## config.mk

```make
export PLATFORM = sky130hd
export DESIGN_NAME = acq_sync_capture
export DESIGN_NICKNAME = d
export VERILOG_FILES = /design/src/rtl/acq_pkg.sv /design/src/rtl/acq_in_sync.sv /design/src/rtl/acq_sclk_gen.sv /design/src/rtl/acq_lane.sv /design/src/rtl/acq_sync_capture.sv
export SDC_FILE = /design/constraint.sdc
export NUM_CORES = 1
export LEC_CHECK = 0
export BUFFER_PORTS_ARGS = -buffer_cell sky130_fd_sc_hd__buf_2
export CORE_MARGIN = 2
export CORE_UTILIZATION = 58
export CTS_CLUSTER_DIAMETER = 120
export DETAILED_ROUTE_END_ITERATION = 8
export PLACE_DENSITY = 0.79
export SLEW_MARGIN = 10
export SYNTH_ARGS = -nofsm -noshare
export SYNTH_HDL_FRONTEND = slang
export SYNTH_SLANG_ARGS = --single-unit
```

## constraint.sdc

```tcl
create_clock -name clk -period 3.3 [get_ports clk]
set_clock_uncertainty 0.1 [all_clocks]
set_input_delay 0.165 -clock clk [delete_from_list [all_inputs] [get_ports clk]]
set_output_delay 0.165 -clock clk [all_outputs]
set_load 0.1 [all_outputs]
```

## src/rtl/acq_pkg.sv

```systemverilog
package acq_pkg;

   typedef enum logic [1:0] {
      ST_IDLE  = 2'd0,
      ST_SLEEP = 2'd1,
      ST_WAIT  = 2'd2,
      ST_SHIFT = 2'd3
   } acq_state_e;

   function automatic int unsigned bits_for(input int unsigned v);
      return (v < 2) ? 1 : $clog2(v);
   endfunction

endpackage

```

## src/rtl/acq_in_sync.sv

```systemverilog
module acq_in_sync #(
   parameter int unsigned W       = 4,
   parameter int unsigned STAGES  = 2,
   parameter logic        RST_VAL = 1'b1
) (
   input  logic         clk,
   input  logic         rst_n,
   input  logic [W-1:0] d,
   output logic [W-1:0] q
);

   generate
      if (STAGES == 0) begin : g_pass
         assign q = d;
      end else begin : g_chain
         logic [W-1:0] stg_q [STAGES];
         always_ff @(posedge clk or negedge rst_n) begin
            if (!rst_n) begin
               for (int i = 0; i < STAGES; i++) stg_q[i] <= {W{RST_VAL}};
            end else begin
               stg_q[0] <= d;
               for (int i = 1; i < STAGES; i++) stg_q[i] <= stg_q[i-1];
            end
         end
         assign q = stg_q[STAGES-1];
      end
   endgenerate

endmodule

```

## src/rtl/acq_sclk_gen.sv

```systemverilog
module acq_sclk_gen #(
   parameter int unsigned HALF = 4,
   parameter int unsigned BITS = 24
) (
   input  logic clk,
   input  logic rst_n,
   input  logic run,
   output logic hi,
   output logic sample,
   output logic last,
   output logic active
);
   import acq_pkg::*;

   localparam int unsigned PW = bits_for(2 * HALF);
   localparam int unsigned BW = bits_for(BITS);
   localparam logic [PW-1:0] PH_FALL = PW'(HALF - 1);
   localparam logic [PW-1:0] PH_END  = PW'(2 * HALF - 1);
   localparam logic [BW-1:0] BIT_END = BW'(BITS - 1);

   logic [PW-1:0] ph_q;
   logic [BW-1:0] bit_q;
   logic          act_q;
   logic          hi_q;

   assign sample = act_q && (ph_q == PH_END);
   assign last   = sample && (bit_q == BIT_END);
   assign hi     = hi_q;
   assign active = act_q;

   always_ff @(posedge clk or negedge rst_n) begin
      if (!rst_n) begin
         ph_q  <= '0;
         bit_q <= '0;
         act_q <= 1'b0;
         hi_q  <= 1'b0;
      end else if (!act_q) begin
         if (run) begin
            act_q <= 1'b1;
            ph_q  <= '0;
            bit_q <= '0;
            hi_q  <= 1'b1;
         end
      end else if (ph_q == PH_END) begin
         if (bit_q == BIT_END) begin
            act_q <= 1'b0;
            hi_q  <= 1'b0;
         end else begin
            bit_q <= bit_q + 1'b1;
            ph_q  <= '0;
            hi_q  <= 1'b1;
         end
      end else begin
         ph_q <= ph_q + 1'b1;
         if (ph_q == PH_FALL) hi_q <= 1'b0;
      end
   end

endmodule

```

## src/rtl/acq_lane.sv

```systemverilog
module acq_lane #(
   parameter int unsigned DW = 24
) (
   input  logic          clk,
   input  logic          rst_n,
   input  logic          shift,
   input  logic          commit,
   input  logic          din,
   input  logic          late_ld,
   input  logic          late_in,
   output logic [DW-1:0] word,
   output logic          late
);

   logic [DW-1:0] sh_q;
   logic [DW-1:0] sh_nx;
   logic          pend_q;

   assign sh_nx = {sh_q[DW-2:0], din};

   always_ff @(posedge clk or negedge rst_n) begin
      if (!rst_n) begin
         sh_q   <= '0;
         pend_q <= 1'b0;
         word   <= '0;
         late   <= 1'b0;
      end else begin
         if (shift)   sh_q   <= sh_nx;
         if (late_ld) pend_q <= late_in;
         if (commit) begin
            word <= sh_nx;
            late <= pend_q;
         end
      end
   end

endmodule

```

## src/rtl/acq_sync_capture.sv

```systemverilog
module acq_sync_capture #(
   parameter int unsigned NCH         = 4,
   parameter int unsigned DW          = 24,
   parameter int unsigned HALF_CYC    = 4,
   parameter int unsigned SLEEP_CYC   = 163840,
   parameter int unsigned SKEW_CYC    = 1229,
   parameter int unsigned SYNC_STAGES = 2
) (
   input  logic              clk,
   input  logic              rst_n,
   input  logic              start,
   input  logic [NCH-1:0]    rdy_dout,
   output logic              sclk,
   output logic              busy,
   output logic              cap_valid,
   output logic [NCH*DW-1:0] cap_words,
   output logic [NCH-1:0]    late_flags
);
   import acq_pkg::*;

   localparam int unsigned TMAX = (SLEEP_CYC > SKEW_CYC) ? SLEEP_CYC : SKEW_CYC;
   localparam int unsigned TW   = bits_for(TMAX + 1);
   localparam logic [TW-1:0] T_SLEEP_END = TW'(SLEEP_CYC - 1);
   localparam logic [TW-1:0] T_SKEW_END  = TW'(SKEW_CYC - 1);

   generate
      if (NCH < 1) begin : g_bad_nch
         $error("acq_sync_capture: NCH must be at least 1");
      end
      if (DW < 2) begin : g_bad_dw
         $error("acq_sync_capture: DW must be at least 2");
      end
      if (HALF_CYC < 1 || 2 * HALF_CYC <= SYNC_STAGES) begin : g_bad_half
         $error("acq_sync_capture: serial half period too short for synchronizer");
      end
      if (SLEEP_CYC <= SYNC_STAGES + 1) begin : g_bad_sleep
         $error("acq_sync_capture: sleep hold must exceed synchronizer depth");
      end
      if (SKEW_CYC < 1) begin : g_bad_skew
         $error("acq_sync_capture: skew window must be at least one cycle");
      end
   endgenerate

   acq_state_e     state_q;
   logic [TW-1:0]  tmr_q;
   logic           seen_q;
   logic           sleep_hi_q;
   logic           valid_q;
   logic [NCH-1:0] rdy_s;
   logic           all_rdy;
   logic           any_rdy;
   logic           skew_up;
   logic           go;
   logic           gen_hi;
   logic           gen_sample;
   logic           gen_last;
   logic           gen_active;

   acq_in_sync #(
      .W       (NCH),
      .STAGES  (SYNC_STAGES),
      .RST_VAL (1'b1)
   ) in_sync_i (
      .clk   (clk),
      .rst_n (rst_n),
      .d     (rdy_dout),
      .q     (rdy_s)
   );

   assign all_rdy = ~|rdy_s;
   assign any_rdy = ~&rdy_s;
   assign skew_up = seen_q && (tmr_q == T_SKEW_END);
   assign go      = (state_q == ST_WAIT) && (all_rdy || skew_up);

   acq_sclk_gen #(
      .HALF (HALF_CYC),
      .BITS (DW)
   ) sclk_gen_i (
      .clk    (clk),
      .rst_n  (rst_n),
      .run    (go),
      .hi     (gen_hi),
      .sample (gen_sample),
      .last   (gen_last),
      .active (gen_active)
   );

   always_ff @(posedge clk or negedge rst_n) begin
      if (!rst_n) begin
         state_q    <= ST_IDLE;
         tmr_q      <= '0;
         seen_q     <= 1'b0;
         sleep_hi_q <= 1'b0;
         valid_q    <= 1'b0;
      end else begin
         valid_q <= 1'b0;
         unique case (state_q)
            ST_IDLE: begin
               if (start) begin
                  state_q    <= ST_SLEEP;
                  sleep_hi_q <= 1'b1;
                  tmr_q      <= '0;
               end
            end
            ST_SLEEP: begin
               if (tmr_q == T_SLEEP_END) begin
                  state_q    <= ST_WAIT;
                  sleep_hi_q <= 1'b0;
                  tmr_q      <= '0;
                  seen_q     <= 1'b0;
               end else begin
                  tmr_q <= tmr_q + 1'b1;
               end
            end
            ST_WAIT: begin
               if (go) begin
                  state_q <= ST_SHIFT;
               end else begin
                  seen_q <= seen_q | any_rdy;
                  if (seen_q) tmr_q <= tmr_q + 1'b1;
               end
            end
            ST_SHIFT: begin
               if (gen_last) begin
                  state_q <= ST_IDLE;
                  valid_q <= 1'b1;
               end
            end
            default: state_q <= ST_IDLE;
         endcase
      end
   end

   generate
      for (genvar g = 0; g < NCH; g++) begin : g_lane
         acq_lane #(
            .DW (DW)
         ) lane_i (
            .clk     (clk),
            .rst_n   (rst_n),
            .shift   (gen_sample),
            .commit  (gen_last),
            .din     (rdy_s[g]),
            .late_ld (go),
            .late_in (rdy_s[g]),
            .word    (cap_words[g*DW +: DW]),
            .late    (late_flags[g])
         );
      end
   endgenerate

   assign sclk      = sleep_hi_q | gen_hi;
   assign busy      = (state_q != ST_IDLE) || gen_active;
   assign cap_valid = valid_q;

endmodule

```

Yosys cells after proc, flatten, opt, wreduce, memory -nomap -nowiden
Cells that the tools add are included.
- register bits after elaboration: 237
- input bits: 7
- add/subtract/negate cells: 3
- equal/unequal tests: 18
- mux-type cells: 33
- bitwise logic cells: 2
- reductions and logical operators: 23
- operators with widths (cell ; count):
    2-to-1 mux 18 bit ; 4
    case mux 18 bit (3 select lines) ; 1
    2-to-1 mux 5 bit ; 4
    adder 18 x 1 -> 18 bit (second input constant) ; 1
    equality test 18 x 11 -> 1 bit (second input constant) ; 1
    equality test 18 bit (second input constant) ; 1
    2-to-1 mux 1 bit ; 13
    2-to-1 mux 3 bit ; 4
    inequality test 2 bit (second input constant) ; 6
    AND reduction 4 bit ; 3
    AND reduction 3 bit ; 3
    2-to-1 mux 2 bit ; 4
    case mux 2 bit (4 select lines) ; 1
    nonzero test 2 bit ; 4
    inequality test 3 bit (second input constant) ; 2
    adder 5 x 1 -> 5 bit (second input constant) ; 1
    equality test 5 bit (second input constant) ; 1
    equality test 2 bit (second input constant) ; 2
    logical AND 1 bit ; 4
    inequality test 2 x 1 -> 1 bit (second input constant) ; 2
    case mux 1 bit (2 select lines) ; 2
    AND reduction 2 bit ; 2
    OR reduction 4 bit ; 1
    adder 3 x 1 -> 3 bit (second input constant) ; 1
    8 further kinds ; 11

Logic depth before layout (Yosys ltp)
Gate-level depths: netlist (run 1).
- depth in word-level cells: 6
- depth in mapped cells: 10
- depth with buffers taken out: 7

Hierarchy
Synthesis (run 1) repeated with hierarchy kept, for this count alone.
- cell total of the unflattened synthesis: 649
- area, all modules: 10068.4 µm²
- modules (own cells, without submodules) (module ; times used ; cells each ; area an instance (µm²) ; sequential area each (µm²)):
    acq_lane ; 4 ; 103 ; 1926.8 ; 1226.2
    acq_sync_capture ; 1 ; 171 ; 1562.7 ; 575.6
    acq_sclk_gen ; 1 ; 54 ; 558.0 ; 250.2
    acq_in_sync ; 1 ; 12 ; 240.2 ; 210.2

Worst setup path after synthesis (run 1)
Ideal clock, no wire load.
- kind: reg2reg
- start point: register sclk_gen_i.ph_q[0]
- end point: register g_lane[0].lane_i.word[13]
- library setup time: 0.125 ns
- arrival: 2.188 ns
- setup slack: 0.887 ns
- stages on the path, launching flop included: 9
- period minus slack after synthesis: 2.413 ns
- cell sequence: dfrtp_1 ha_1 ha_1 buf_2 nand2_1 nor2_1 clkbuf_1 buf_2 mux2_2
- longest elaborated chain between the ends: 3
- ends and longest elaborated chain (element ; RTL line ; text):
    start: declaration ; acq_sclk_gen.sv:21 ; logic [PW-1:0] ph_q;
    start signal: assignment ; acq_sclk_gen.sv:54 ; ph_q <= ph_q + 1'b1;
    equality test 3 bit ; acq_sclk_gen.sv:26 ; assign sample = act_q && (ph_q == PH_END);
    logical AND 1 bit ; acq_sclk_gen.sv:26 ;
    logical AND 1 bit ; acq_sclk_gen.sv:27 ; assign last = sample && (bit_q == BIT_END);
    end signal: assignment ; acq_lane.sv:31 ; word <= sh_nx;
    end: declaration ; acq_lane.sv:11 ; output logic [DW-1:0] word,
No other way between the ends.
A chain may end at the register's enable or synchronous reset.

Worst setup path in the final report (run 1)
- start point: register state_q[0]
- end point: register tmr_q[17]
- longest elaborated chain between the ends: 4
- elaborated cells between the ends (all ways): 10
- ends and longest elaborated chain (element ; RTL line ; text):
    start: declaration ; acq_sync_capture.sv:44 ; acq_state_e state_q;
    start signal: assignment ; acq_sync_capture.sv:90 ; state_q <= ST_IDLE;
    start signal: assignment ; acq_sync_capture.sv:100 ; state_q <= ST_SLEEP;
    start signal: assignment ; acq_sync_capture.sv:107 ; state_q <= ST_WAIT;
    equality test 2 bit ; acq_sync_capture.sv:73, acq_sync_capture.sv:97 ;
    logical AND 1 bit ; acq_sync_capture.sv:73 ; assign go = (state_q == ST_WAIT) && (all_rdy || skew_up);
    inequality test 2 bit (no line) ; - ;
    AND reduction 4 bit (no line) ; - ;
    end signal: assignment ; acq_sync_capture.sv:112 ; tmr_q <= tmr_q + 1'b1;
    end signal: assignment ; acq_sync_capture.sv:120 ; if (seen_q) tmr_q <= tmr_q + 1'b1;
    end: declaration ; acq_sync_capture.sv:45 ; logic [TW-1:0] tmr_q;
Parallel ways exist; a longest one is shown, timed or not.

==> impl_summary.txt, run 1 <==
----------------------------------------------------
[Outcome]
  Run status ... finished, final reports clean

[Logic synthesis]
  Number of distinct library cell variants in the gate-level netlist after synthesis ... 51
  Most common flop cell mapped by yosys ... sky130_fd_sc_hd__dfrtp_1
  Net count after synthesis ... 663
  Sequential element share of the synthesized area ... 62.6%
  Syn Inst Count ... 645
  Post-synthesis cell area ... 9490 um^2
  Share of synthesized registers carrying an async set or reset ... 100%
  Largest area contributor in the synthesized netlist ... sky130_fd_sc_hd__dfrtp_1
  Number of synthesized register bits ... 237
  Synth top area share ... 60.4%
  Warnings from Yosys ... 0
  Most area-consuming cells after synthesis ... sky130_fd_sc_hd__dfrtp_1, sky130_fd_sc_hd__mux2_2, sky130_fd_sc_hd__dfstp_2, sky130_fd_sc_hd__ha_1, sky130_fd_sc_hd__o21ai_0
  Number of enable-type register cells in the synthesized netlist ... 0
  Syn avg cell area ... 14.7 um^2

[Finish]
  Core utilization of the finished layout ... 70.3%
  Synthesis-to-finish area growth ... 18.1%
  Commonest cells after routing, fill and taps aside ... sky130_fd_sc_hd__dfrtp_1, sky130_fd_sc_hd__mux2_2, sky130_fd_sc_hd__buf_2
  Commonest non-fill, non-tap cell in the layout ... sky130_fd_sc_hd__dfrtp_1
  Final antenna diode count ... 0
  Final design area excluding fillers ... 11,200 um^2
  Share of post-route cells with drive strength above 1 ... 47.4%
  Nets ... 778

[Placed design]
  Number of buffers inserted by port buffering ... 109
  Last weighted congestion value of the routability-driven placer ... 0.786
  Post-placement cell area ... 10,300 um^2
  Detailed placement HPWL ... 11.2 mm

[Drt]
  Pre-Repair DR Iteration Count ... 4
  Number of DRC markers in iteration 0 ... 268
  Detail-routed via count per cell ... 5.59
  Routed Wire Length ... 17.6 mm
  Remaining antenna violation count ... 0
  Total vias in the final route ... 5,553
  Average wire per standard cell ... 17.8 um
  DRC errors left ... 0

[Critical path]
  End point of the critical path ... tmr_q[17]$_DFFE_PN0P_
  Worst Path Arrival ... 3.25 ns
  Cell family contributing the most delay on the critical path ... compound AO/OA/AOI/OAI gates
  CP Cell Sequence ... inv_1 -> ha_1 -> inv_1 -> and4_1 -> a21oi_1 -> nand2b_1 -> o31ai_1
  Source of the worst register-to-register timing path ... state_q[0]$_DFFE_PN0P_
  CP Capture Type ... flop
  CP max stage cell ... sky130_fd_sc_hd__a21oi_1
  Required time at the endpoint of the critical path ... 3.58 ns
  Worst setup path startpoint ... state_q[0]$_DFFE_PN0P_
  Setup slack, reg-to-reg ... 0.33 ns
  CP Buf/Inv Count ... 2
  CP Depth ... 7
  Worst Setup Path Type ... flop to flop
  Endpoint of the worst register-to-register path ... tmr_q[17]$_DFFE_PN0P_
  Most prevalent standard cell on the critical path ... sky130_fd_sc_hd__inv_1
  Largest fanout on the critical path ... 12
  Largest stage delay on the critical path ... 0.64 ns
  Crit path launch type ... flop
  Worst Reg2Reg Path Length in Cells ... 7

[Clock tree]
  Root cell of the clock tree ... sky130_fd_sc_hd__clkbuf_16
  CTS buffer count ... 24
  Clock latency at the later pin of the worst-skew pair ... 0.51 ns
  Sinks on the clock net ... 237
  Post-CTS Setup Bufs ... 0
  H-tree Lvls ... 1
  Clock-pin slew of the registers on the worst-case setup and hold paths ... 0.06 ns
  Longest Clk Path Bufs ... 3
  CTS tree ... done

[Power and ir drop]
  Maximum VDD drop ... 0.464 mV
  Total power divided by cell area ... 527 nW/um^2
  Leakage power ... 0.00582 uW
  Post-layout power ... 5900 uW

[Timing]
  Period utilisation layout ... 89.9%
  Final number of hold-violating endpoints ... 0
  Shortest period the worst path allows ... 2.97 ns
  Final max-slew violation count ... 0
  Setup TNS ... 0 ns
  Achievable clock frequency ... 337 MHz
  Setup repair after global routing missed its margin ... false
  Worst-Margin Slew ... 0.803 ns
  Final-report setup violation count ... 0
  Headroom to the max-slew limit ... 46.5%

[Floorplan]
  Number of I/O pins ... 110
  Die area ... 17,400 um^2
  Number of placement rows ... 46
  Core box area ... 15,900 um^2
  Die span in x ... 132 um
  Effective utilization at floorplan ... 59.5%
  Overall die height ... 132 um

[Job]
  Max_cap viols ... 0

[Min path]
  Path category of the worst min-delay check ... input pin to flop

[Global route]
  Largest net degree at the start of global routing ... 106
  First-pass GRT wire length ... 30.0 mm
  Number of antenna violations at the first check in global routing ... 0
  All-layer global routing usage ... 20.7%
  Number of global-route vias before repair ... 5,927
  GRT overflow ... 0

----------------------------------------------------
flip-flops by register name (all words and copies together), names as in the netlist:
| signal | count |
|---|---|
| cap_valid | 1 |
| g_lane.lane_i.late | 4 |
| g_lane.lane_i.pend_q | 4 |
| g_lane.lane_i.sh_q | 92 |
| g_lane.lane_i.word | 96 |
| in_sync_i.g_chain.stg_q | 4 |
| in_sync_i.q | 4 |
| sclk_gen_i.active | 1 |
| sclk_gen_i.bit_q | 5 |
| sclk_gen_i.hi | 1 |
| sclk_gen_i.ph_q | 3 |
| seen_q | 1 |
| sleep_hi_q | 1 |
| state_q | 2 |
| tmr_q | 18 |
metrics by stage:
step	instances	setup WS, ns	hold slack, ns
floorplan	645	0.887	-0.231
global placement	944	0.548	0.148
detailed placement	944	0.447	0.171
CTS	994	0.335	0.176
global route	994	0.0586	0.202
finish	994	0.335	0.195
cells by family (layout without fill, tap and decap cells):
kind of cell,count (synthesis),count (layout),synth area share (%)
AO/OA/AOI/OAI,64,64,4.80
multiplexers,198,198,23.5
flip-flops,237,237,62.6
adder cells (fa/ha/maj),11,11,1.45
XOR/XNOR,2,2,0.185
buffers and inverters,45,178,2.07
AND/OR/NAND/NOR,88,88,5.38
how the worst min path moves through the flow:
stage,from,endpoint,cells after the start
finish,rdy_dout[2],in_sync_i.g_chain.stg_q[6]$_DFF_PN1_,2
detailed placement,rst_n,tmr_q[8]$_DFFE_PN0P_,1
global route,rdy_dout[2],in_sync_i.g_chain.stg_q[6]$_DFF_PN1_,2
floorplan,rst_n,cap_valid$_DFF_PN0_,0
CTS,rdy_dout[2],in_sync_i.g_chain.stg_q[6]$_DFF_PN1_,2
global placement,rst_n,tmr_q[12]$_DFFE_PN0P_,1
routing by layer:
metal	wire length [um]	part of all wire (%)	track usage [%]	vias to the layer above
met5	0	0	0	-
met3	758	4.3	4.04	34
met4	382	2.2	6.70	0
met2	8680	49	34.8	116
met1	7830	44	27.4	2857
li1	-	-	-	2546
repair_timing:
item                                    in CTS  in global routing
endpoints found under the setup margin       0                  0
hold buffers                                 6                  0
hold endpoints to repair                   104                  0
gates resized for setup                      0                  0
Yosys cell counts (2+ instances only):
cell,n
sky130_fd_sc_hd__buf_2,10
sky130_fd_sc_hd__clkbuf_1,14
sky130_fd_sc_hd__a21o_1,5
sky130_fd_sc_hd__nor2b_1,5
sky130_fd_sc_hd__nand2b_1,6
sky130_fd_sc_hd__a211oi_1,3
sky130_fd_sc_hd__dfrtp_1,229
sky130_fd_sc_hd__nor2_1,17
sky130_fd_sc_hd__o31ai_1,7
sky130_fd_sc_hd__dfstp_2,8
sky130_fd_sc_hd__nor3_1,3
sky130_fd_sc_hd__nor4_1,3
sky130_fd_sc_hd__buf_1,6
sky130_fd_sc_hd__mux2_2,196
sky130_fd_sc_hd__a21oi_1,8
sky130_fd_sc_hd__nand4_1,11
sky130_fd_sc_hd__and3_1,2
sky130_fd_sc_hd__o21ai_0,18
sky130_fd_sc_hd__and4_1,3
sky130_fd_sc_hd__nand4b_1,2
sky130_fd_sc_hd__nand2_1,18
sky130_fd_sc_hd__nand3_1,7
sky130_fd_sc_hd__o22ai_1,2
sky130_fd_sc_hd__o41ai_1,2
sky130_fd_sc_hd__buf_4,4
sky130_fd_sc_hd__ha_1,11
sky130_fd_sc_hd__inv_1,11
sky130_fd_sc_hd__a22oi_1,2
sky130_fd_sc_hd__and2_1,3
sky130_fd_sc_hd__a22o_1,8
report_power, final:
group	switching, uW	leakage [uW]	total (uW)	internal (uW)
clock network	1110	0.000425	2910	1810
logic	57.8	0.00214	71.4	13.7
registers	5.07	0.00326	2920	2910
total	1170	0.00582	5900	4740
area by class of cell:
cell class,count,area (um^2)
Clock buffer,32,661
Tap cell,216,270
Timing Repair Buffer,123,726
Inverter,11,41.3
Fill cell,1079,4740
Multi-Input combinational cell,363,3360
Sequential cell,237,5940
Clock inverter,12,204
Power figures use the tool's default switching activity.
==> run 2, diff against run 1 <==
--- a/config.mk
+++ b/config.mk
@@ -6,11 +6,14 @@
 export NUM_CORES = 1
 export LEC_CHECK = 0
 export BUFFER_PORTS_ARGS = -buffer_cell sky130_fd_sc_hd__buf_2
+export CELL_PAD_IN_SITES_DETAIL_PLACEMENT = 0
+export CELL_PAD_IN_SITES_GLOBAL_PLACEMENT = 1
 export CORE_MARGIN = 2
-export CORE_UTILIZATION = 58
+export CORE_UTILIZATION = 50
+export CTS_BUF_LIST = sky130_fd_sc_hd__clkbuf_8
 export CTS_CLUSTER_DIAMETER = 120
 export DETAILED_ROUTE_END_ITERATION = 8
-export PLACE_DENSITY = 0.79
+export PLACE_DENSITY_LB_ADDON = 0.1
 export SLEW_MARGIN = 10
 export SYNTH_ARGS = -nofsm -noshare
 export SYNTH_HDL_FRONTEND = slang
==> run 2 against run 1 <==
Utilization shrank 10 points. Non-clock buffer count up 4. Final cell count is 5.1% higher. Sequential share of layout area down 0.15 points. Total power decreased by 4.4%. Clock-buffer cell count rose by 21. Wire length fell by 2.5%. Fmax up 13%. Die area is 15% higher. Register-to-register slack improved by 0.33 ns. Highest routed layer unchanged.
==> impl_summary.txt, run 2 (synthesis results as in run 1) <==
----------------------------------------------------
[Outcome]
  Run status ... finished, final reports clean

[Clock tree]
  Resize count post-CTS ... 0 (unchanged)
  Sinks on the clock net ... 237 (unchanged)
  Longest Clk Path Bufs ... 3 (unchanged)
  CTS buffer count ... 40 (+67%)
  H-tree Lvls ... 2 (+1)
  Root cell of the clock tree ... sky130_fd_sc_hd__clkbuf_8
  Clock latency at the later pin of the worst-skew pair ... 0.52 ns (about the same)
  Clock-pin slew of the registers on the worst-case setup and hold paths ... 0.06 ns (about the same)
  CTS tree ... done

[Drt]
  DRC errors left ... 0 (unchanged)
  Average wire per standard cell ... 16.5 um (-7.2%)
  Total vias in the final route ... 5,662 (+2.0%)
  Pre-Repair DR Iteration Count ... 4 (unchanged)
  Detail-routed via count per cell ... 5.42 (-3.0%)
  Remaining antenna violation count ... 0 (unchanged)
  Number of DRC markers in iteration 0 ... 298 (+11%)
  Routed Wire Length ... 17.2 mm (-2.5%)

[Finish]
  Top register by number of flip-flops ... g_lane.lane_i.word
  Storage element area ... 5940 um^2 (unchanged)
  Final design area excluding fillers ... 11,200 um^2 (+0.29%)
  Commonest cells after routing, fill and taps aside ... sky130_fd_sc_hd__dfrtp_1, sky130_fd_sc_hd__mux2_2, sky130_fd_sc_hd__buf_2
  Number of fillers in the final layout ... 1,516 (+41%)
  Registers with the highest flip-flop counts ... g_lane.lane_i.word: 96 flops, g_lane.lane_i.sh_q: 92 flops, tmr_q: 18 flops
  Synthesis-to-finish area growth ... 18.4%
  Max reg flops ... 96 (unchanged)
  Core utilization of the finished layout ... 60.3% (-10 points)
  Share of post-route cells with drive strength above 1 ... 48.3% (+0.91 points)
  Area of combinational cells with multiple inputs ... 3360 um^2 (unchanged)
  Commonest non-fill, non-tap cell in the layout ... sky130_fd_sc_hd__dfrtp_1
  Final antenna diode count ... 0 (unchanged)
  Nets ... 798 (+2.6%)

[Power and ir drop]
  Leakage power ... 0.00591 uW (+1.4%)
  Total power divided by cell area ... 502 nW/um^2 (-4.7%)
  Maximum VDD drop ... 0.321 mV (-31%)

[Global route]
  First-pass GRT wire length ... 29.7 mm (-0.80%)
  GRT overflow ... 0 (unchanged)
  Number of global-route vias before repair ... 5,911 (-0.27%)
  Number of antenna violations at the first check in global routing ... 0 (unchanged)
  All-layer global routing usage ... 18.2% (-2.5 points)
  Largest net degree at the start of global routing ... 79 (-25%)

[Timing]
  Period utilisation layout ... 79.7% (-10 points)
  Setup repair after global routing missed its margin ... false
  Shortest period the worst path allows ... 2.63 ns (-0.334 ns)
  Final-report setup violation count ... 0 (unchanged)
  Final max-slew violation count ... 0 (unchanged)
  Setup TNS ... 0 ns (unchanged)
  Worst-Margin Slew ... 0.622 ns (-0.181 ns)
  Achievable clock frequency ... 380 MHz (+13%)
  Headroom to the max-slew limit ... 58.1% (+12 points)
  Final number of hold-violating endpoints ... 0 (unchanged)

[Critical path]
  Largest fanout on the critical path ... 14 (+2)
  Worst Path Arrival ... 2.93 ns (-0.32 ns)
  Worst Reg2Reg Path Length in Cells ... 7 (unchanged)
  Worst Setup Path Type ... flop to flop
  CP Capture Type ... flop
  Endpoint of the worst register-to-register path ... state_q[1]$_DFFE_PN0P_
  Crit path launch type ... flop
  Setup slack, reg-to-reg ... 0.67 ns (+0.33 ns)
  Source of the worst register-to-register timing path ... sclk_gen_i.ph_q[0]$_DFFE_PN0P_
  Required time at the endpoint of the critical path ... 3.60 ns (+0.02 ns)

[Placed design]
  Post-placement cell area ... 10,300 um^2 (+0.51%)
  Detailed placement HPWL ... 11.1 mm (-1.4%)
  Last weighted congestion value of the routability-driven placer ... 0.802 (+2.0%)
  Number of buffers inserted by port buffering ... 109 (unchanged)

[Floorplan]
  Number of placement rows ... 50 (+8.7%)
  Overall die height ... 142 um (+7.5%)
  Effective utilization at floorplan ... 50.9% (-8.6 points)
  Die span in x ... 142 um (+7.5%)
  Number of I/O pins ... 110 (unchanged)
  Core box area ... 18,600 um^2 (+17%)
  Die area ... 20,100 um^2 (+15%)

[Job]
  Max_cap viols ... 0 (unchanged)

[Min path]
  Path category of the worst min-delay check ... input pin to asynchronous set/reset pin

----------------------------------------------------
## run 2: final cells by class
| cell class | count | area share [%] |
|---|---|---|
| Clock buffer | 53 | 6.49 |
| Clock inverter | 20 | 1.02 |
| Inverter | 11 | 0.367 |
| Multi-Input combinational cell | 363 | 29.9 |
| Sequential cell | 237 | 52.9 |
| Tap cell | 234 | 2.61 |
| Timing Repair Buffer | 127 | 6.72 |
## run 2: metal layers
layer / track usage, % / wire length (um) / vias up
li1: - / - / 2607
met3: 5.26 / 1090 / 27
met5: 0 / 0 / -
met2: 28.8 / 8160 / 135
met1: 24.5 / 7670 / 2893
met4: 5.53 / 296 / 0
## run 2: where the power goes
part | switching, uW | internal, uW | leakage (uW)
clock network | 1130 | 1520 | 0.000489
logic | 57.1 | 12.7 | 0.00216
registers | 5.22 | 2920 | 0.00326
## run 2: worst max path at each step
stage | depth (start not counted) | endpoint | startpoint | slack (ns)
6_report | 7 | state_q[1]$_DFFE_PN0P_ | sclk_gen_i.ph_q[0]$_DFFE_PN0P_ | 0.67
5_1_grt | 7 | state_q[1]$_DFFE_PN0P_ | sclk_gen_i.ph_q[1]$_DFFE_PN0P_ | 0.50
4_1_cts | 7 | state_q[1]$_DFFE_PN0P_ | sclk_gen_i.ph_q[0]$_DFFE_PN0P_ | 0.65
3_5_place_dp | 7 | state_q[1]$_DFFE_PN0P_ | sclk_gen_i.ph_q[0]$_DFFE_PN0P_ | 0.67
3_3_place_gp | 7 | state_q[1]$_DFFE_PN0P_ | sclk_gen_i.ph_q[0]$_DFFE_PN0P_ | 0.80
2_1_floorplan | 8 | g_lane[0].lane_i.word[13]$_DFFE_PN0P_ | sclk_gen_i.ph_q[0]$_DFFE_PN0P_ | 0.89
## run 2: critical path: stages, from the launching register on
cell and delay [ns]:
sky130_fd_sc_hd__dfrtp_1 0.39, sky130_fd_sc_hd__ha_1 0.20, sky130_fd_sc_hd__ha_1 0.31, sky130_fd_sc_hd__nand2_1 0.16
sky130_fd_sc_hd__nor2_4 0.45, sky130_fd_sc_hd__nor2b_1 0.17, sky130_fd_sc_hd__a2111oi_4 0.39, sky130_fd_sc_hd__mux2_4 0.33
## run 2: stage by stage
step	cells	hold WS (ns)	setup WS [ns]	power, uW
3_3_place_gp	966	0.0807	0.801	3040
2_1_floorplan	645	-0.231	0.887	2970
3_5_place_dp	966	0.0881	0.669	3040
5_1_grt	1045	0.162	0.502	5890
6_report	1045	0.0942	0.669	5640
4_1_cts	1045	0.124	0.654	5750
## run 2: repair_timing
| action | CTS | global route |
|---|---|---|
| hold endpoints to repair | 80 | 0 |
| hold buffers | 6 | 0 |
| setup buffers | 0 | 0 |
==> run 3, diff against run 2 <==
--- a/config.mk
+++ b/config.mk
@@ -5,11 +5,12 @@
 export SDC_FILE = /design/constraint.sdc
 export NUM_CORES = 1
 export LEC_CHECK = 0
+export ABC_AREA = 1
 export BUFFER_PORTS_ARGS = -buffer_cell sky130_fd_sc_hd__buf_2
 export CELL_PAD_IN_SITES_DETAIL_PLACEMENT = 0
 export CELL_PAD_IN_SITES_GLOBAL_PLACEMENT = 1
 export CORE_MARGIN = 2
-export CORE_UTILIZATION = 50
+export CORE_UTILIZATION = 42
 export CTS_BUF_LIST = sky130_fd_sc_hd__clkbuf_8
 export CTS_CLUSTER_DIAMETER = 120
 export DETAILED_ROUTE_END_ITERATION = 8
==> constraint.sdc (replaced) <==
create_clock -name clk -period 2.2 [get_ports clk]
set_clock_uncertainty 0.1 [all_clocks]
set_input_delay 0.11 -clock clk [delete_from_list [all_inputs] [get_ports clk]]
set_output_delay 0.11 -clock clk [all_outputs]
set_load 0.1 [all_outputs]
==> run 3 against run 2 <==
Combinational power rose to 26 times the previous value. Synthesized area increased by 3.3%. Clock power is 49% higher. Sequential share of layout area is 2.0 points lower. Synthesized cell count rose by 67%. Critical endpoint is now busy. Largest power group unchanged.
==> impl_summary.txt, run 3 <==
----------------------------------------------------
[Placed design]
  Placed cell count ... 1,465 (+52%)
  Detailed placement HPWL ... 13.7 mm (+24%)
  Last weighted congestion value of the routability-driven placer ... 0.808 (+0.81%)
  DP Worst Slack ... 0.178 ns (-0.490 ns)
  Post-placement cell area ... 10,700 um^2 (+3.8%)
  Number of buffers inserted by port buffering ... 109 (unchanged)

[Clock tree]
  H-tree Lvls ... 2 (unchanged)
  CTS tree ... done
  Longest Clk Path Bufs ... 3 (unchanged)
  CTS buffer count ... 41 (+2.5%)
  Clock-pin slew of the registers on the worst-case setup and hold paths ... 0.06 ns (about the same)
  Sinks on the clock net ... 237 (unchanged)
  Root cell of the clock tree ... sky130_fd_sc_hd__clkbuf_8
  Resize count post-CTS ... 0 (unchanged)
  Clock latency at the later pin of the worst-skew pair ... 0.53 ns (about the same)

[Timing]
  Setup TNS ... 0 ns (unchanged)
  Final-report setup violation count ... 0 (unchanged)
  Worst-Margin Slew ... 0.531 ns (-0.0907 ns)
  Final max-slew violation count ... 0 (unchanged)
  Achievable clock frequency ... 503 MHz
  Headroom to the max-slew limit ... 64.8% (+6.7 points)
  Final number of hold-violating endpoints ... 0 (unchanged)
  Final setup margin ... 0.213 ns (-0.456 ns)
  Setup repair after global routing missed its margin ... false
  Shortest period the worst path allows ... 1.99 ns
  Period utilisation layout ... 90.3%

[Floorplan]
  Overall die height ... 157 um (+11%)
  Number of I/O pins ... 110 (unchanged)
  Effective utilization at floorplan ... 43.0% (-7.9 points)
  Number of placement rows ... 55 (+10%)
  Core box area ... 22,800 um^2 (+22%)
  Die area ... 24,600 um^2 (+22%)
  Die span in x ... 157 um (+11%)

[Drt]
  Detailed-routed wire length on met2 ... 9.35 mm (+15%)
  Number of DRC markers in iteration 0 ... 395 (+33%)
  Routed met3 length ... 817 um (-25%)
  Detail-routed via count per cell ... 4.62 (-15%)
  Pre-Repair DR Iteration Count ... 4 (unchanged)
  Top Metal Used ... met4
  Total vias in the final route ... 7,156 (+26%)
  Average wire per standard cell ... 13.5 um (-18%)
  Routed Wire Length ... 21.0 mm (+22%)
  Remaining antenna violation count ... 0 (unchanged)
  DRC errors left ... 0 (unchanged)
  Routed met1 length ... 10.4 mm (+35%)

[Power and ir drop]
  Leakage power ... 0.00577 uW (-2.3%)
  Internal power ... 7330 uW (+65%)
  NetSw ... 3210 uW (+170%)
  Share of power burned in combinational logic ... 17.3% (+16 points)
  Maximum VDD drop ... 0.450 mV (+40%)
  Switching share of power ... 30.4% (+9.3 points)
  Clk pwr share ... 37.5% (-9.5 points)
  Sequential group share of total power ... 45.2% (-6.6 points)
  Total power divided by cell area ... 903 nW/um^2 (+80%)
  Post-layout power ... 10,500 uW (+87%)

[Global route]
  Number of antenna violations at the first check in global routing ... 0 (unchanged)
  Largest net degree at the start of global routing ... 93 (+18%)
  All-layer global routing usage ... 17.8% (-0.37 points)
  First-pass GRT wire length ... 35.4 mm (+19%)
  Number of global-route vias before repair ... 6,938 (+17%)
  GRT overflow ... 0 (unchanged)

[Finish]
  Number of fillers in the final layout ... 2,202 (+45%)
  Final antenna diode count ... 0 (unchanged)
  Top register by number of flip-flops ... g_lane.lane_i.word
  Final instance count without filler cells ... 1,549 (+48%)
  Max reg flops ... 96 (unchanged)
  Registers with the highest flip-flop counts ... g_lane.lane_i.word: 96 flops, g_lane.lane_i.sh_q: 92 flops, tmr_q: 18 flops
  Share of post-route cells with drive strength above 1 ... 18.4% (-30 points)
  Final design area excluding fillers ... 11,700 um^2 (+3.8%)
  Commonest cells after routing, fill and taps aside ... sky130_fd_sc_hd__nand2_1, sky130_fd_sc_hd__dfrtp_1, sky130_fd_sc_hd__inv_1
  Commonest non-fill, non-tap cell in the layout ... sky130_fd_sc_hd__nand2_1
  Synthesis-to-finish area growth ... 19.1%
  Nets ... 1,222 (+53%)

[Outcome]
  Run status ... finished, final reports clean

[Logic synthesis]
  Syn Inst Count ... 1,075 (+67%)
  Sequential element share of the synthesized area ... 60.6% (-2.0 points)
  Share of synthesized registers carrying an async set or reset ... 100% (unchanged)
  Post-synthesis cell area ... 9800 um^2 (+3.3%)
  Synth top area share ... 58.5% (-1.9 points)
  Syn avg cell area ... 9.12 um^2 (-38%)
  Warnings from Yosys ... 0 (unchanged)
  Net count after synthesis ... 1,093 (+65%)
  Number of distinct library cell variants in the gate-level netlist after synthesis ... 37 (-27%)
  Largest area contributor in the synthesized netlist ... sky130_fd_sc_hd__dfrtp_1
  Synth top cells by count ... sky130_fd_sc_hd__nand2_1, sky130_fd_sc_hd__dfrtp_1, sky130_fd_sc_hd__o21ai_0
  Number of enable-type register cells in the synthesized netlist ... 0 (unchanged)
  Number of synthesized register bits ... 237 (unchanged)
  Most common flop cell mapped by yosys ... sky130_fd_sc_hd__dfrtp_1
  Most area-consuming cells after synthesis ... sky130_fd_sc_hd__dfrtp_1, sky130_fd_sc_hd__nand2_1, sky130_fd_sc_hd__o21ai_0, sky130_fd_sc_hd__inv_1, sky130_fd_sc_hd__o21ai_1
  Most common cell in the synthesized netlist ... sky130_fd_sc_hd__nand2_1

[Critical path]
  CP Capture Type ... output port
  Crit path launch type ... flop
  Largest fanout on the critical path ... 5 (-9)
  Worst Path Arrival ... 1.78 ns (-1.15 ns)
  Required time at the endpoint of the critical path ... 1.99 ns (-1.61 ns)
  Worst Setup Path Type ... flop to output port

[Min path]
  Path category of the worst min-delay check ... input pin to flop

[Job]
  Max_cap viols ... 0 (unchanged)

----------------------------------------------------
[run 3: path summary, 6_finish.rpt]
kind                                                         to  slack, ns  depth (start not counted)                            startpoint
hold reg to reg                        in_sync_i.q[1]$_DFF_PN1_       0.25                          0  in_sync_i.g_chain.stg_q[5]$_DFF_PN1_
min in group asynchronous                 tmr_q[15]$_DFFE_PN0P_       0.47                          3                                 rst_n
setup / recovery                                           busy       0.21                          4                state_q[0]$_DFFE_PN0P_
hold / removal             in_sync_i.g_chain.stg_q[7]$_DFF_PN1_       0.12                          2                           rdy_dout[3]
setup reg to reg           g_lane[2].lane_i.sh_q[9]$_DFFE_PN0P_       0.21                          6        sclk_gen_i.ph_q[0]$_DFFE_PN0P_
max in group asynchronous  g_lane[2].lane_i.sh_q[5]$_DFFE_PN0P_       0.95                          4                                 rst_n
[run 3: cell families (layout without fill, tap and decap cells)]
kind of cell	after synthesis	in the layout	share of synthesized area, %
buf+inv	188	349	8.12
compound gates	215	215	11.3
simple gates	415	415	17.8
fa+ha+maj	11	11	1.40
flops	237	237	60.6
xor+xnor	9	9	0.804
[run 3: critical path: stages, from the launching register on]
cell and delay [ns]:
sky130_fd_sc_hd__dfrtp_1 0.42, sky130_fd_sc_hd__inv_1 0.09, sky130_fd_sc_hd__ha_1 0.24, sky130_fd_sc_hd__nand2_1 0.09, sky130_fd_sc_hd__buf_2 0.43
[run 3: repair_timing]
item | 4_1_cts | 5_1_grt
hold buffers | 8 | 0
endpoints found under the setup margin | 0 | 1
buffers inserted | 0 | 1
hold endpoints to repair | 243 | 0
[run 3: through the flow]
step	utilization [%]	hold WS, ns
6_report	51.2	0.120
5_1_grt	51.2	0.0915
4_1_cts	51.2	0.0841
3_5_place_dp	47.1	-0.0540
3_3_place_gp	47.1	-0.0535
2_1_floorplan	-	-0.286
[run 3: power by group through the flow]
stage          sequential, uW  clock (uW)  combinational, uW
6_report                 4760        3960               1820
5_1_grt                  4790        4330               2060
4_1_cts                  4760        4120               1830
3_5_place_dp             4840           0               1810
3_3_place_gp             4830           0               1810
2_1_floorplan            4790           0               1330
[run 3: routing by layer]
| metal | track usage, % | vias to the layer above |
|---|---|---|
| met4 | 5.42 | 0 |
| met1 | 25.4 | 3341 |
| li1 | - | 3667 |
| met2 | 27.4 | 112 |
| met3 | 3.63 | 36 |
| met5 | 0 | - |
[run 3: layout make-up]
| type | count | area, um^2 | area share [%] |
|---|---|---|---|
| clock inverters | 21 | 98.8 | 0.847 |
| well taps | 313 | 392 | 3.36 |
| clock buffers | 54 | 743 | 6.37 |
| inverters | 136 | 520 | 4.46 |
| multi-input cells | 650 | 3070 | 26.3 |
| flip-flops and latches | 237 | 5940 | 50.9 |
| repair buffers | 138 | 903 | 7.74 |
